===== src/rtl/rsc_pkg.sv =====
package rsc_pkg;

    localparam int REG_W   = 8;
    localparam int B_WDF   = 0;
    localparam int B_LVF   = 1;
    localparam int B_CIE   = 2;
    localparam int B_CSD   = 3;
    localparam int B_RSV   = 4;
    localparam int B_VWF   = 5;
    localparam int B_VIE   = 6;
    localparam int B_TOP   = 7;

    typedef struct packed {
        logic lv;
        logic wd;
        logic ext;
    } rst_evt_t;

    typedef struct packed {
        logic lvf;
        logic wdf;
    } rst_flags_t;

    typedef struct packed {
        logic vie;
        logic vwf;
    } volt_state_t;

    typedef struct packed {
        logic cie;
        logic csd;
    } clk_state_t;

    localparam rst_flags_t FLAGS_POR = '{lvf: 1'b1, wdf: 1'b0};

    function automatic logic [REG_W-1:0] pack_status(
        input rst_flags_t  rf,
        input volt_state_t vs,
        input clk_state_t  cs
    );
        logic [REG_W-1:0] d;
        d        = '0;
        d[B_WDF] = rf.wdf;
        d[B_LVF] = rf.lvf;
        d[B_CIE] = cs.cie;
        d[B_CSD] = cs.csd;
        d[B_RSV] = 1'b0;
        d[B_VWF] = vs.vwf;
        d[B_VIE] = vs.vie;
        d[B_TOP] = 1'b0;
        return d;
    endfunction

endpackage


===== src/rtl/rsc_reset_log.sv =====
module rsc_reset_log
    import rsc_pkg::*;
(
    input  logic       clk,
    input  logic       rst,
    input  rst_evt_t   evt,
    input  logic       wr,
    input  logic       wd_lvf,
    input  logic       wd_wdf,
    output rst_flags_t flags
);

    rst_flags_t q;
    logic       unused_ext;

    // External-pin events are logged by the absence of either flag.
    assign unused_ext = evt.ext;

    always_ff @(posedge clk) begin
        if (rst) begin
            q <= FLAGS_POR;
        end else if (evt.lv) begin
            q.lvf <= 1'b1;
            q.wdf <= 1'b0;
        end else begin
            if (wr && !wd_lvf)
                q.lvf <= 1'b0;
            if (evt.wd)
                q.wdf <= 1'b1;
            else if (wr && !wd_wdf)
                q.wdf <= 1'b0;
        end
    end

    assign flags = q;

endmodule


===== src/rtl/rsc_volt_mon.sv =====
module rsc_volt_mon
    import rsc_pkg::*;
#(
    parameter int SYNC_STAGES = 2
) (
    input  logic        clk,
    input  logic        rst,
    input  logic        lvl_async,
    input  logic        wr,
    input  logic        wd_vie,
    output volt_state_t st,
    output logic        irq
);

    logic [SYNC_STAGES-1:0] sync_q;
    logic                   lvl_s;
    logic                   lvl_prev;
    logic                   vie_q;

    generate
        if (SYNC_STAGES == 1) begin : g_one
            always_ff @(posedge clk) begin
                if (rst) sync_q <= '0;
                else     sync_q <= lvl_async;
            end
        end else begin : g_chain
            always_ff @(posedge clk) begin
                if (rst) sync_q <= '0;
                else     sync_q <= {sync_q[SYNC_STAGES-2:0], lvl_async};
            end
        end
    endgenerate

    assign lvl_s = sync_q[SYNC_STAGES-1];

    always_ff @(posedge clk) begin
        if (rst) begin
            lvl_prev <= 1'b0;
            vie_q    <= 1'b0;
        end else begin
            lvl_prev <= lvl_s;
            if (wr)
                vie_q <= wd_vie;
        end
    end

    assign st.vwf = lvl_s;
    assign st.vie = vie_q;
    assign irq    = vie_q & (lvl_s ^ lvl_prev);

endmodule


===== src/rtl/rsc_clk_sec.sv =====
module rsc_clk_sec
    import rsc_pkg::*;
(
    input  logic       clk,
    input  logic       rst,
    input  logic       osc_fail,
    input  logic       pll_on,
    input  logic       wr,
    input  logic       rd,
    input  logic       wd_cie,
    output clk_state_t st,
    output logic       irq
);

    clk_state_t q;

    always_ff @(posedge clk) begin
        if (rst) begin
            q <= '0;
        end else begin
            if (wr)
                q.cie <= wd_cie;
            if (!pll_on)
                q.csd <= 1'b0;
            else if (osc_fail)
                q.csd <= 1'b1;
            else if (rd)
                q.csd <= 1'b0;
        end
    end

    assign st  = q;
    assign irq = pll_on & q.cie & q.csd;

endmodule


===== src/rtl/rsc_status_reg.sv =====
module rsc_status_reg
    import rsc_pkg::*;
#(
    parameter int SYNC_STAGES = 2
) (
    input  logic             clk,
    input  logic             rst,
    input  logic             ev_lv,
    input  logic             ev_wd,
    input  logic             ev_ext,
    input  logic             vdet_lvl,
    input  logic             osc_fail,
    input  logic             pll_on,
    input  logic             cpu_cs,
    input  logic             cpu_we,
    input  logic             cpu_rd,
    input  logic [REG_W-1:0] cpu_wdata,
    output logic [REG_W-1:0] cpu_rdata,
    output logic             irq_volt,
    output logic             irq_clk
);

    rst_evt_t    evt;
    rst_flags_t  rflags;
    volt_state_t vstate;
    clk_state_t  cstate;
    logic        acc_wr;
    logic        acc_rd;
    logic        unused_wbits;

    assign evt          = '{lv: ev_lv, wd: ev_wd, ext: ev_ext};
    assign acc_wr       = cpu_cs & cpu_we;
    assign acc_rd       = cpu_cs & cpu_rd;
    assign unused_wbits = ^{cpu_wdata[B_TOP], cpu_wdata[B_VWF],
                            cpu_wdata[B_RSV], cpu_wdata[B_CSD]};

    rsc_reset_log u_rlog (
        .clk    (clk),
        .rst    (rst),
        .evt    (evt),
        .wr     (acc_wr),
        .wd_lvf (cpu_wdata[B_LVF]),
        .wd_wdf (cpu_wdata[B_WDF]),
        .flags  (rflags)
    );

    rsc_volt_mon #(.SYNC_STAGES(SYNC_STAGES)) u_volt (
        .clk       (clk),
        .rst       (rst),
        .lvl_async (vdet_lvl),
        .wr        (acc_wr),
        .wd_vie    (cpu_wdata[B_VIE]),
        .st        (vstate),
        .irq       (irq_volt)
    );

    rsc_clk_sec u_csec (
        .clk      (clk),
        .rst      (rst),
        .osc_fail (osc_fail),
        .pll_on   (pll_on),
        .wr       (acc_wr),
        .rd       (acc_rd),
        .wd_cie   (cpu_wdata[B_CIE]),
        .st       (cstate),
        .irq      (irq_clk)
    );

    assign cpu_rdata = pack_status(rflags, vstate, cstate);

endmodule


===== config.mk =====
export PLATFORM = sky130hd
export DESIGN_NAME = rsc_status_reg
export DESIGN_NICKNAME = d
export VERILOG_FILES = /design/src/rtl/rsc_pkg.sv /design/src/rtl/rsc_reset_log.sv /design/src/rtl/rsc_volt_mon.sv /design/src/rtl/rsc_clk_sec.sv /design/src/rtl/rsc_status_reg.sv
export SDC_FILE = /design/constraint.sdc
export NUM_CORES = 1
export LEC_CHECK = 0
export BUFFER_PORTS_ARGS = -buffer_cell sky130_fd_sc_hd__buf_2
export CORE_AREA = 2 2 39 41
export CTS_BUF_LIST = sky130_fd_sc_hd__clkbuf_4 sky130_fd_sc_hd__clkbuf_8
export DETAILED_ROUTE_END_ITERATION = 12
export DIE_AREA = 0 0 41 43
export GPL_TIMING_DRIVEN = 1
export PLACE_DENSITY_LB_ADDON = 0.25
export SLEW_MARGIN = 10
export SYNTH_ARGS = -nofsm -noshare
export SYNTH_HDL_FRONTEND = slang
export SYNTH_SLANG_ARGS = --single-unit

===== constraint.sdc =====
create_clock -name clk -period 1.8 [get_ports clk]
set_input_delay 0.18 -clock clk [delete_from_list [all_inputs] [get_ports clk]]
set_output_delay 0.18 -clock clk [all_outputs]
set_load 0.005 [all_outputs]

# Yosys cells after proc, flatten, opt, wreduce, memory -nomap -nowiden
# Index checks and enable logic that the tools add are counted.
word_totals:
  regBits: 8
  inputBits: 19
  out_inout_bits: 10
op_classes:
  mux: 4
  bitwise_logic: 7
  n_reduce_logical: 8
ops:
  columns: ["operator", "count"]
  rows:
  - ["$and 1x1->1", 5]
  - ["$mux 1", 4]
  - ["$reduce_bool 2->1", 2]
  - ["$reduce_or 2->1", 2]
  - ["$logic_and 1x1->1", 2]
  - ["$logic_not 1->1", 2]
  - ["$not 1->1", 1]
  - ["$xor 1x1->1", 1]

# Longest topological paths before layout
logic_depth:
  depth_word: 4
  mapped_depth: 2
  depth_no_buf: 2

# Cells and area by module
# A second synthesis with hierarchy kept.
unflattened:
  cells_unflattened: 33
  hier_area_um2: 334.1
by_module_without_submodules:
  columns: ["mod", "n_inst", "cells_per_inst", "area_each_um2"]
  rows:
  - ["rsc_volt_mon", 1, 13, 142.6]
  - ["rsc_clk_sec", 1, 8, 81.3]
  - ["rsc_reset_log", 1, 7, 78.8]
  - ["rsc_status_reg", 1, 5, 31.3]

# Worst setup path before layout
# Ideal clock, no wire load.
synth_path:
  path_type: "register to output"
  from: "register u_volt.sync_q[1]"
  to: "output irq_volt"
  t_arrival_ns: 0.594
  required_ns: 1.620
  setup_slack_ns: 1.026
  path_stages_with_launch: 3
  cell_sequence: "dfxtp_1 > xor2_1 > and2_1"
synth_via:
  elab_chain_len: 2
synth_lines:
  columns: ["element", "line_no", "text"]
  rows:
  - ["from (decl)", "rsc_volt_mon.sv:15", "logic [SYNC_STAGES-1:0] sync_q;"]
  - ["from (signal assigned)", "rsc_volt_mon.sv:29", "else sync_q <= {sync_q[SYNC_STAGES-2:0], lvl_async};"]
  - ["$xor 1x1->1", "rsc_volt_mon.sv:49", "assign irq = vie_q & (lvl_s ^ lvl_prev);"]
  - ["$and 1x1->1", "rsc_volt_mon.sv:49", null]
  - ["to (decl)", "rsc_status_reg.sv:19", "output logic irq_volt,"]
# No other way between the ends.

# Worst setup path after layout
# Ends and elaborated chain as after synthesis.

==> impl_metrics.ini <==
[clocking]
htreeDepth = 1
cts_buffer_depth = 2
post_cts_buffers = 0
cts_buffers = 3
cts_resized = 0
cts_tree = yes
path_clk_slew_ps = 50
cts_sinks = 8
clockRootBuffer = clkbuf_4
insertion_delay_ps = 240
holdBufCountCts = 0

[route]
vias_per_cell = 4.21
via_count = 295
first_iter_violations = 0
detail-route-antenna-nets = 0
wire_per_inst_um = 9.21
wirelength_um = 645
drc = 0
first_pass_iters = 1

[grt]
grtUsageTotal = 0.0916
grt_pass1_vias = 277
antenna_found_initial = 0
overflow = 0
grt_max_degree = 9
grt_pass1_wl_um = 1050

[final_layout]
drive_above_1_share = 0.500
layout.nets = 75
fin_util = 0.334
stdcell_count = 70
antenna_cells = 0
syn_to_final_growth_pct = 35.7
fin_area_um2 = 462

[placed_design]
port_buffers = 21
gp_congestion = 0.574
dp_cells = 67
dpl_worst_slack_ps = 914
placed_cell_area_um2 = 439

[critical_path]
endpoint_kind = output port
critPathSlowestCell = dfxtp_1
crit_type = register to output port
start_kind = register
critPathMaxStageDelay_ps = 320
r2r_slack_ps = 1060
cp.required_ps = 1620
crit_path_max_fanout = 3
crit_chain = xor2_1 > and2_1 > buf_2
cp.arrival_ps = 960
cpLargestDelayFamily = flip-flops
critPathBufInv = 1

[timing]
setup_viol = 0
finalSetupTns_ps = 0
holdWs_ps = 110
clock_skew_ps = 0.0747
timing.final.crit_period_ps = 1140
finalHoldViolations = 0
fmax_ghz = 0.878
fin_crit_sh = 0.633
rsz0062_at_grt = no
slew_violations = 0
fin_ws_ps = 661

[logic_synthesis]
ys_top_cells_by_count = dfxtp_1, buf_4, nor2b_1
syn_area_um2 = 340
synthAdderAreaFrac = 0
yosysMostFrequentCell = dfxtp_1
netlist_instances = 33
synth.top_cell.area_share = 0.471
synth_top_family_by_area = simple AND/OR/NAND/NOR gates
synth-simple-area-share = 0.228
yosys-top-cells-area = dfxtp_1, buf_4, a21bo_2
syn_area_per_cell_um2 = 10.3
synth_cell_types = 18
yosys_warnings = 0
async_reset_ff_frac = 0
synthFlopType = dfxtp_1
synth_mux_area_frac = 0
synth-compound-area-share = 0.165
synth_largest_area_cell = dfxtp_1
synth_seq_cells = 8
synthXorXnorAreaFrac = 0.0257
yosysSeqAreaShare = 0.471
synth-edff-count = 0

[power]
p_per_area_nw_per_um2 = 784
p_leak_nw = 0.245
vdd_drop_max_mv = 0.256
power.total_uw = 362

[floorplanning]
die_y_um = 43
start_util = 0.246
design.die.area_um2 = 1760
core-area_um2 = 1380
pin_count = 29
dieWidth_um = 41
rows = 14

[run_status]
status = completed

[job]
drv_cap = 0

[hold_path]
hp-class = input pin to register
-- cell usage in the layout (no fill, tap or decap) --
master / netlist / routed
inv_1: 1 / 1
and3_1: 1 / 1
and2_1: 1 / 1
nor4_2: 1 / 1
a21bo_2: 2 / 2
a21oi_1: 2 / 2
dfxtp_1: 8 / 8
a21boi_0: 1 / 1
nor2b_1: 3 / 3
nand3_1: 2 / 2
and4bb_1: 1 / 1
a211o_1: 1 / 1
o211a_1: 1 / 1
buf_2: 0 / 21
nand3b_1: 1 / 1
xor2_1: 1 / 1
nor2_1: 1 / 1
clkbuf_4: 0 / 3
conb_1: 1 / 2
-- where the power goes --
part | leakage, nW | internal [mW] | total, mW | switching, mW
logic | 0.166 | 0.0230 | 0.0407 | 0.0177
clock network | 0.0138 | 0.0761 | 0.133 | 0.0573
registers | 0.0656 | 0.185 | 0.188 | 0.00325
total | 0.245 | 0.284 | 0.362 | 0.0783
-- cell type report --
| class | count | area, µm² |
|---|---|---|
| sequential | 8 | 160 |
| tap | 16 | 20.0 |
| timing repair buffer | 21 | 105 |
| fill | 155 | 922 |
| inverter | 1 | 3.75 |
| clock buffer | 3 | 22.5 |
| multi-input combinational | 21 | 150 |
-- routing by layer --
layer,track usage,part of all wire,up-vias
li1,-,-,151
met1,0.0942,0.46,127
met2,0.138,0.42,15
met3,0.0471,0.11,2
met4,0.0600,0.0062,0
met5,0,0,-
-- worst paths after layout --
kind,start,cells past startpoint,end
worst max-delay path,u_volt.sync_q[1],3,irq_volt
worst min-delay path,ev_lv,2,u_rlog.flags[0]
worst max register to register,u_csec.st[1],2,u_csec.st[1]
worst min register to register,u_volt.sync_q[0],1,u_volt.sync_q[1]
-- cells by family after synthesis --
family          Yosys count
flops                     8
xor+xnor                  1
simple gates             11
other cells               1
compound gates            7
buf+inv                   5
-- state kept, by name, summed over array words and instances, names as in the netlist --
signal           cells
u_csec.st            2
u_rlog.flags         2
u_volt.sync_q        2
u_volt.lvl_prev      1
u_volt.vie_q         1
(Power assumes the default switching activity.)
